File: src/rtl/tclk_pkg.sv
package tclk_pkg;

  typedef enum logic [2:0] {
    SEL_LS1   = 3'd0,
    SEL_LS2   = 3'd1,
    SEL_OSC4  = 3'd2,
    SEL_OSC8  = 3'd3,
    SEL_OSC16 = 3'd4,
    SEL_OSC32 = 3'd5,
    SEL_EXT   = 3'd6,
    SEL_RSVD  = 3'd7
  } clk_sel_e;

  typedef struct packed {
    clk_sel_e sel;
    logic     idle_low;
    logic     invert;
  } clk_cfg_t;

  localparam clk_cfg_t CFG_RESET = '{sel: SEL_LS1, idle_low: 1'b0, invert: 1'b0};

endpackage

File: src/rtl/tclk_ctr.sv
module tclk_ctr #(
  parameter int W = 5
) (
  input  logic         clk_i,
  input  logic         rst_ni,
  input  logic         tick_i,
  output logic [W-1:0] cnt_o
);

  always_ff @(posedge clk_i or negedge rst_ni) begin
    if (!rst_ni)     cnt_o <= '0;
    else if (tick_i) cnt_o <= cnt_o + 1'b1;
  end

endmodule

File: src/rtl/tclk_div.sv
module tclk_div
  import tclk_pkg::*;
#(
  parameter int LS_W  = 1,
  parameter int OSC_W = 5
) (
  input  logic     clk_i,
  input  logic     rst_ni,
  input  logic     ls_tick_i,
  input  logic     osc_tick_i,
  input  clk_sel_e sel_i,
  output logic     ev_o
);

  localparam int NSRC = 2;
  localparam int MAXW = (LS_W > OSC_W) ? LS_W : OSC_W;

  logic [NSRC-1:0]           tick;
  logic [NSRC-1:0][MAXW-1:0] cnt;
  logic [NSRC-1:0]           hit;

  assign tick = {osc_tick_i, ls_tick_i};

  // Each source gets its own free-running counter. Half-period = 2^mask bits,
  // and the number of mask bits equals the select code.
  for (genvar s = 0; s < NSRC; s++) begin : g_src
    localparam int SW = (s == 0) ? LS_W : OSC_W;
    logic [SW-1:0] c;
    logic [SW-1:0] mask;

    tclk_ctr #(.W(SW)) i_ctr (
      .clk_i  (clk_i),
      .rst_ni (rst_ni),
      .tick_i (tick[s]),
      .cnt_o  (c)
    );

    always_comb begin
      for (int i = 0; i < SW; i++) mask[i] = (i < int'(sel_i));
    end

    assign cnt[s] = MAXW'(c);
    assign hit[s] = tick[s] && (&(c | ~mask));
  end

  always_comb begin
    unique case (sel_i)
      SEL_LS1, SEL_LS2:                          ev_o = hit[0];
      SEL_OSC4, SEL_OSC8, SEL_OSC16, SEL_OSC32:  ev_o = hit[1];
      default:                                   ev_o = 1'b0;
    endcase
  end

  logic unused_cnt;
  assign unused_cnt = ^cnt;

endmodule

File: src/rtl/tclk_sync.sv
module tclk_sync #(
  parameter int STAGES = 2
) (
  input  logic clk_i,
  input  logic rst_ni,
  input  logic d_i,
  output logic lvl_o,
  output logic chg_o
);

  logic [STAGES-1:0] chain_q;
  logic              last_q;

  always_ff @(posedge clk_i or negedge rst_ni) begin
    if (!rst_ni) begin
      chain_q <= '0;
      last_q  <= 1'b0;
    end else begin
      chain_q <= {chain_q[STAGES-2:0], d_i};
      last_q  <= chain_q[STAGES-1];
    end
  end

  assign lvl_o = chain_q[STAGES-1];
  assign chg_o = chain_q[STAGES-1] ^ last_q;

endmodule

File: src/rtl/tclk_seq.sv
module tclk_seq #(
  parameter int EDGES = 16,
  localparam int CW   = $clog2(EDGES + 1)
) (
  input  logic          clk_i,
  input  logic          rst_ni,
  input  logic          xfer_i,
  input  logic          ev_i,
  output logic          run_o,
  output logic          phase_o,
  output logic [CW-1:0] cnt_o,
  output logic          shift_o,
  output logic          sample_o,
  output logic          done_o
);

  logic xfer_q;
  logic start;
  logic step;
  logic last;

  assign start = xfer_i && !xfer_q && !run_o;
  assign step  = run_o && xfer_i && ev_i;
  assign last  = (cnt_o == CW'(EDGES - 1));

  always_ff @(posedge clk_i or negedge rst_ni) begin
    if (!rst_ni) begin
      xfer_q   <= 1'b0;
      run_o    <= 1'b0;
      phase_o  <= 1'b0;
      cnt_o    <= '0;
      shift_o  <= 1'b0;
      sample_o <= 1'b0;
      done_o   <= 1'b0;
    end else begin
      xfer_q   <= xfer_i;
      shift_o  <= step && !phase_o;
      sample_o <= step && phase_o;
      done_o   <= step && last;
      if (!xfer_i) begin
        run_o   <= 1'b0;
        phase_o <= 1'b0;
        cnt_o   <= '0;
      end else if (start) begin
        run_o   <= 1'b1;
        phase_o <= 1'b0;
        cnt_o   <= '0;
      end else if (step) begin
        phase_o <= !phase_o;
        cnt_o   <= cnt_o + 1'b1;
        if (last) run_o <= 1'b0;
      end
    end
  end

endmodule

File: src/rtl/tclk_gen.sv
module tclk_gen
  import tclk_pkg::*;
#(
  parameter int BITS_PER_XFER = 8,
  parameter int SYNC_STAGES   = 2,
  parameter int LS_DIV_W      = 1,
  parameter int OSC_DIV_W     = 5,
  localparam int EDGES        = 2 * BITS_PER_XFER,
  localparam int CW           = $clog2(EDGES + 1)
) (
  input  logic       clk_i,
  input  logic       rst_ni,
  input  logic       ls_tick_i,
  input  logic       osc_tick_i,
  input  logic [2:0] clk_sel_i,
  input  logic       idle_low_i,
  input  logic       invert_i,
  input  logic       xfer_i,
  input  logic       sck_i,
  output logic       sck_o,
  output logic       sck_oe_o,
  output logic       master_o,
  output logic       shift_o,
  output logic       sample_o,
  output logic       done_o
);

  clk_cfg_t cfg_q;
  clk_cfg_t cfg_d;
  logic     run;
  logic     phase;
  logic [CW-1:0] edge_cnt;
  logic     div_ev;
  logic     ext_lvl;
  logic     ext_chg;
  logic     ev;
  logic     idle_lvl;

  assign cfg_d = '{sel: clk_sel_e'(clk_sel_i), idle_low: idle_low_i, invert: invert_i};

  // Settings track the inputs while idle and freeze for the byte.
  always_ff @(posedge clk_i or negedge rst_ni) begin
    if (!rst_ni)   cfg_q <= CFG_RESET;
    else if (!run) cfg_q <= cfg_d;
  end

  tclk_div #(.LS_W(LS_DIV_W), .OSC_W(OSC_DIV_W)) i_div (
    .clk_i      (clk_i),
    .rst_ni     (rst_ni),
    .ls_tick_i  (ls_tick_i),
    .osc_tick_i (osc_tick_i),
    .sel_i      (cfg_q.sel),
    .ev_o       (div_ev)
  );

  tclk_sync #(.STAGES(SYNC_STAGES)) i_sync (
    .clk_i  (clk_i),
    .rst_ni (rst_ni),
    .d_i    (sck_i),
    .lvl_o  (ext_lvl),
    .chg_o  (ext_chg)
  );

  assign master_o = (cfg_q.sel != SEL_EXT);
  assign ev       = master_o ? div_ev : ext_chg;

  tclk_seq #(.EDGES(EDGES)) i_seq (
    .clk_i    (clk_i),
    .rst_ni   (rst_ni),
    .xfer_i   (xfer_i),
    .ev_i     (ev),
    .run_o    (run),
    .phase_o  (phase),
    .cnt_o    (edge_cnt),
    .shift_o  (shift_o),
    .sample_o (sample_o),
    .done_o   (done_o)
  );

  assign idle_lvl = !cfg_q.idle_low ^ cfg_q.invert;
  assign sck_o    = master_o ? (idle_lvl ^ phase) : idle_lvl;
  assign sck_oe_o = master_o;

  logic unused_lvl;
  assign unused_lvl = ext_lvl;

endmodule

File: config.mk
export PLATFORM = sky130hd
export DESIGN_NAME = tclk_gen
export DESIGN_NICKNAME = d
export VERILOG_FILES = /design/src/rtl/tclk_pkg.sv /design/src/rtl/tclk_ctr.sv /design/src/rtl/tclk_div.sv /design/src/rtl/tclk_sync.sv /design/src/rtl/tclk_seq.sv /design/src/rtl/tclk_gen.sv
export SDC_FILE = /design/constraint.sdc
export NUM_CORES = 1
export LEC_CHECK = 0
export ABC_CLOCK_PERIOD_IN_PS = 2200
export BUFFER_PORTS_ARGS = -buffer_cell sky130_fd_sc_hd__buf_2
export CAP_MARGIN = 40
export CORE_UTILIZATION = 45
export DETAILED_ROUTE_END_ITERATION = 8
export MAX_ROUTING_LAYER = met4
export PLACE_DENSITY = 0.66
export REMOVE_ABC_BUFFERS = 1
export SLEW_MARGIN = 30
export SYNTH_ARGS = -nofsm -noshare
export SYNTH_HDL_FRONTEND = slang
export SYNTH_SLANG_ARGS = --single-unit
File: constraint.sdc
create_clock -name clk_i -period 2.2 [get_ports clk_i]
set_input_delay 0.22 -clock clk_i [delete_from_list [all_inputs] [get_ports clk_i]]
set_output_delay 0.22 -clock clk_i [all_outputs]
set_load 0.01 [all_outputs]
==> results.ini <==
[final_layout]
fin_area_um2 = 1240
antenna_cells = 0
final_nets = 123
area_growth_pct = 12.4
layout-drive-gt1-share_pct = 26.9
finalNonFillerCells = 136
final_core_util_pct = 54.7

[clocking]
root_buffer = clkbuf_4
cts_setup_buffers = 0
cts_sinks = 25
cts_tree = done
htree_levels = 1
insertion_delay_ns = 0.31
cts_resized = 0
cts-buffers-inserted = 3
clk_pin_slew_ns = 0.12
holdBufCountCts = 2
cts_max_path_buffers = 2

[sta]
final_hold_viol_count = 0
period_share_pct = 78.0
tns_ns = 0
setup_ws_ns = 0.483
period_minus_slack_ns = 1.72
max-slew-margin-rel_pct = 58.6
rsz0062_at_grt = no
whs_ns = 0.0515
final-setup-viol-count = 0
fmax_mhz = 582
worstMarginPinSlew_ns = 0.619
finClkSkew_ns = 0.00122
slew_viol_final = 0

[worst_setup_path]
critPathLaunch = cfg_q[3]
critPathSlowestCell = o311ai_4
path_delay_family = compound AO/OA/AOI/OAI gates
reg2reg_from = cfg_q[3]
crit_buf_inv = 0
worst_setup_path_start_kind = register
critPathKind = register to register
critPathMaxStageDelay_ns = 0.60
worstPathArrival_ns = 1.95
critPathRequiredTime_ns = 2.43
crit_path_cell_trace = nand3b_1, nor2_1, o311ai_4, o211ai_1, o31ai_1
endpoint_kind = register
cp_max_fo = 15

[routing]
wl_um = 1700
via_per_inst = 5.15
first_iter_violations = 5
drc = 0
dr.pass1.iters = 3
wl_per_cell_um = 12.5
vias = 700
drtAntennaViolNets = 0

[yosys]
synth_area_per_cell_um2 = 12.4
synthCells = 89
synth.area.top_cells = dfrtp_1 56%, mux2_2 6.1%, xnor2_1 4.7%, ha_1 3.4%, inv_1 2.4%
yosys_warnings = 0
synth.top_cell.area_share_pct = 56.5
yosysTopAreaCell = dfrtp_1
ys_seq_area_share_pct = 56.5
synth.distinct_cells = 29
syn_area_um2 = 1110
ys_ff_latch = 25

[die]
rows = 17
io_pins = 17
die-area_um2 = 2660
fp.dieW_um = 51.6
start_util_pct = 48.7
core_area_um2 = 2280
fp.dieH_um = 51.6

[global_route]
grt_pass1_wl_um = 2680
grt_pass1_vias = 613
grt_overflow = 0
track_usage_pct = 15.1
antenna_found_initial = 0
grt_start_max_net_pins = 26

[placement]
port_buffers = 16
placedCellCount = 130
dp_hpwl_um = 1220
gp_congestion = 0.836
place_area_um2 = 1200
place_ws_ns = 0.492

[pwr]
powerDensity_nw_per_um2 = 804
peakVddDrop_mv = 0.441
p_leak_nw = 0.551
total_power_mw = 1.00

[hold_path]
hp-class = input pin to register
hold_start = xfer_i

[job]
max_cap_viol_count = 0

[status]
status = complete, no violations

## routing by layer
layer,track usage (%),up-vias,wire length (um)
met1,18.8,335,862
li1,-,345,-
met4,13.5,0,59
met2,19.9,16,712
met3,3.80,4,69
met5,-,-,0
## flip-flops by register name (all words and copies together) (netlist names)
register	count
i_div.g_src.i_ctr.cnt_o	6
i_seq.phase_o	1
i_seq.done_o	1
i_seq.run_o	1
i_seq.cnt_o	5
i_seq.shift_o	1
i_sync.chain_q	2
i_seq.xfer_q	1
cfg_q	5
i_sync.last_q	1
i_seq.sample_o	1
## cell type report
type	instances	area, um^2
fillers	208	1030
flip-flops and latches	25	626
multi-input cells	54	432
repair buffers	18	100
well taps	28	35.0
clock buffers	4	26.3
inverters	7	26.3
## path summary, 6_finish.rpt
check	end	slack (ns)	depth (start not counted)
setup / recovery	i_seq.cnt_o[3]	0.48	5
hold / removal	i_seq.xfer_q	0.05	1
setup reg to reg	i_seq.cnt_o[3]	0.48	5
hold reg to reg	i_sync.chain_q[1]	0.36	0
max in group asynchronous	i_seq.cnt_o[1]	1.45	2
min in group asynchronous	i_seq.sample_o	0.40	2
## cell usage in the layout, fill, tap and decap left out, types with 2 or more instances in the layout
| cell | n |
|---|---|
| dlygate4sd3_1 | 2 |
| nor2b_1 | 2 |
| clkbuf_4 | 3 |
| xnor2_1 | 6 |
| nand3_1 | 5 |
| buf_2 | 16 |
| and3_1 | 2 |
| ha_1 | 3 |
| inv_1 | 7 |
| nor2_1 | 5 |
| xor2_1 | 2 |
| nand3b_1 | 2 |
| o211ai_1 | 2 |
| dfrtp_1 | 25 |
| nand2_1 | 3 |
| o21ai_1 | 4 |
| mux2_2 | 6 |
## worst reg2reg max path, cell delays in order, from the launching register on
cell and delay, ns:
dfrtp_1 0.48, nand3b_1 0.19, nor2_1 0.10, o311ai_4 0.60, o211ai_1 0.18, o31ai_1 0.09
## Yosys cell counts, drive strengths merged
cell type	instances
inv	7
mux2i	1
o31ai	2
o221ai	1
o21ai	5
buf	3
ha	3
nor2b	2
nand4	1
xnor2	6
and3	2
o21a	1
dfrtp	25
mux2	6
o211ai	2
nand2	3
nand3b	2
nand3	5
a31oi	1
o311ai	2
xor2	2
nor2	5
nor4b	1
nand2b	1
## power breakdown
part           total, mW  internal, mW  switching [mW]
sequential         0.609         0.534          0.0749
combinational      0.193         0.106          0.0871
clock              0.199        0.0709           0.128
total               1.00         0.711           0.290
## kinds of logic (layout without fill, tap and decap cells)
group	count (synthesis)	in the layout	synth area share [%]
compound gates	14	14	11.2
xor+xnor	8	8	6.33
fa+ha+maj	3	3	3.39
buf+inv	10	29	4.52
flops	25	25	56.5
mux	7	7	7.01
simple gates	22	22	11.1
No activity file was read; power rests on OpenSTA's default activity.
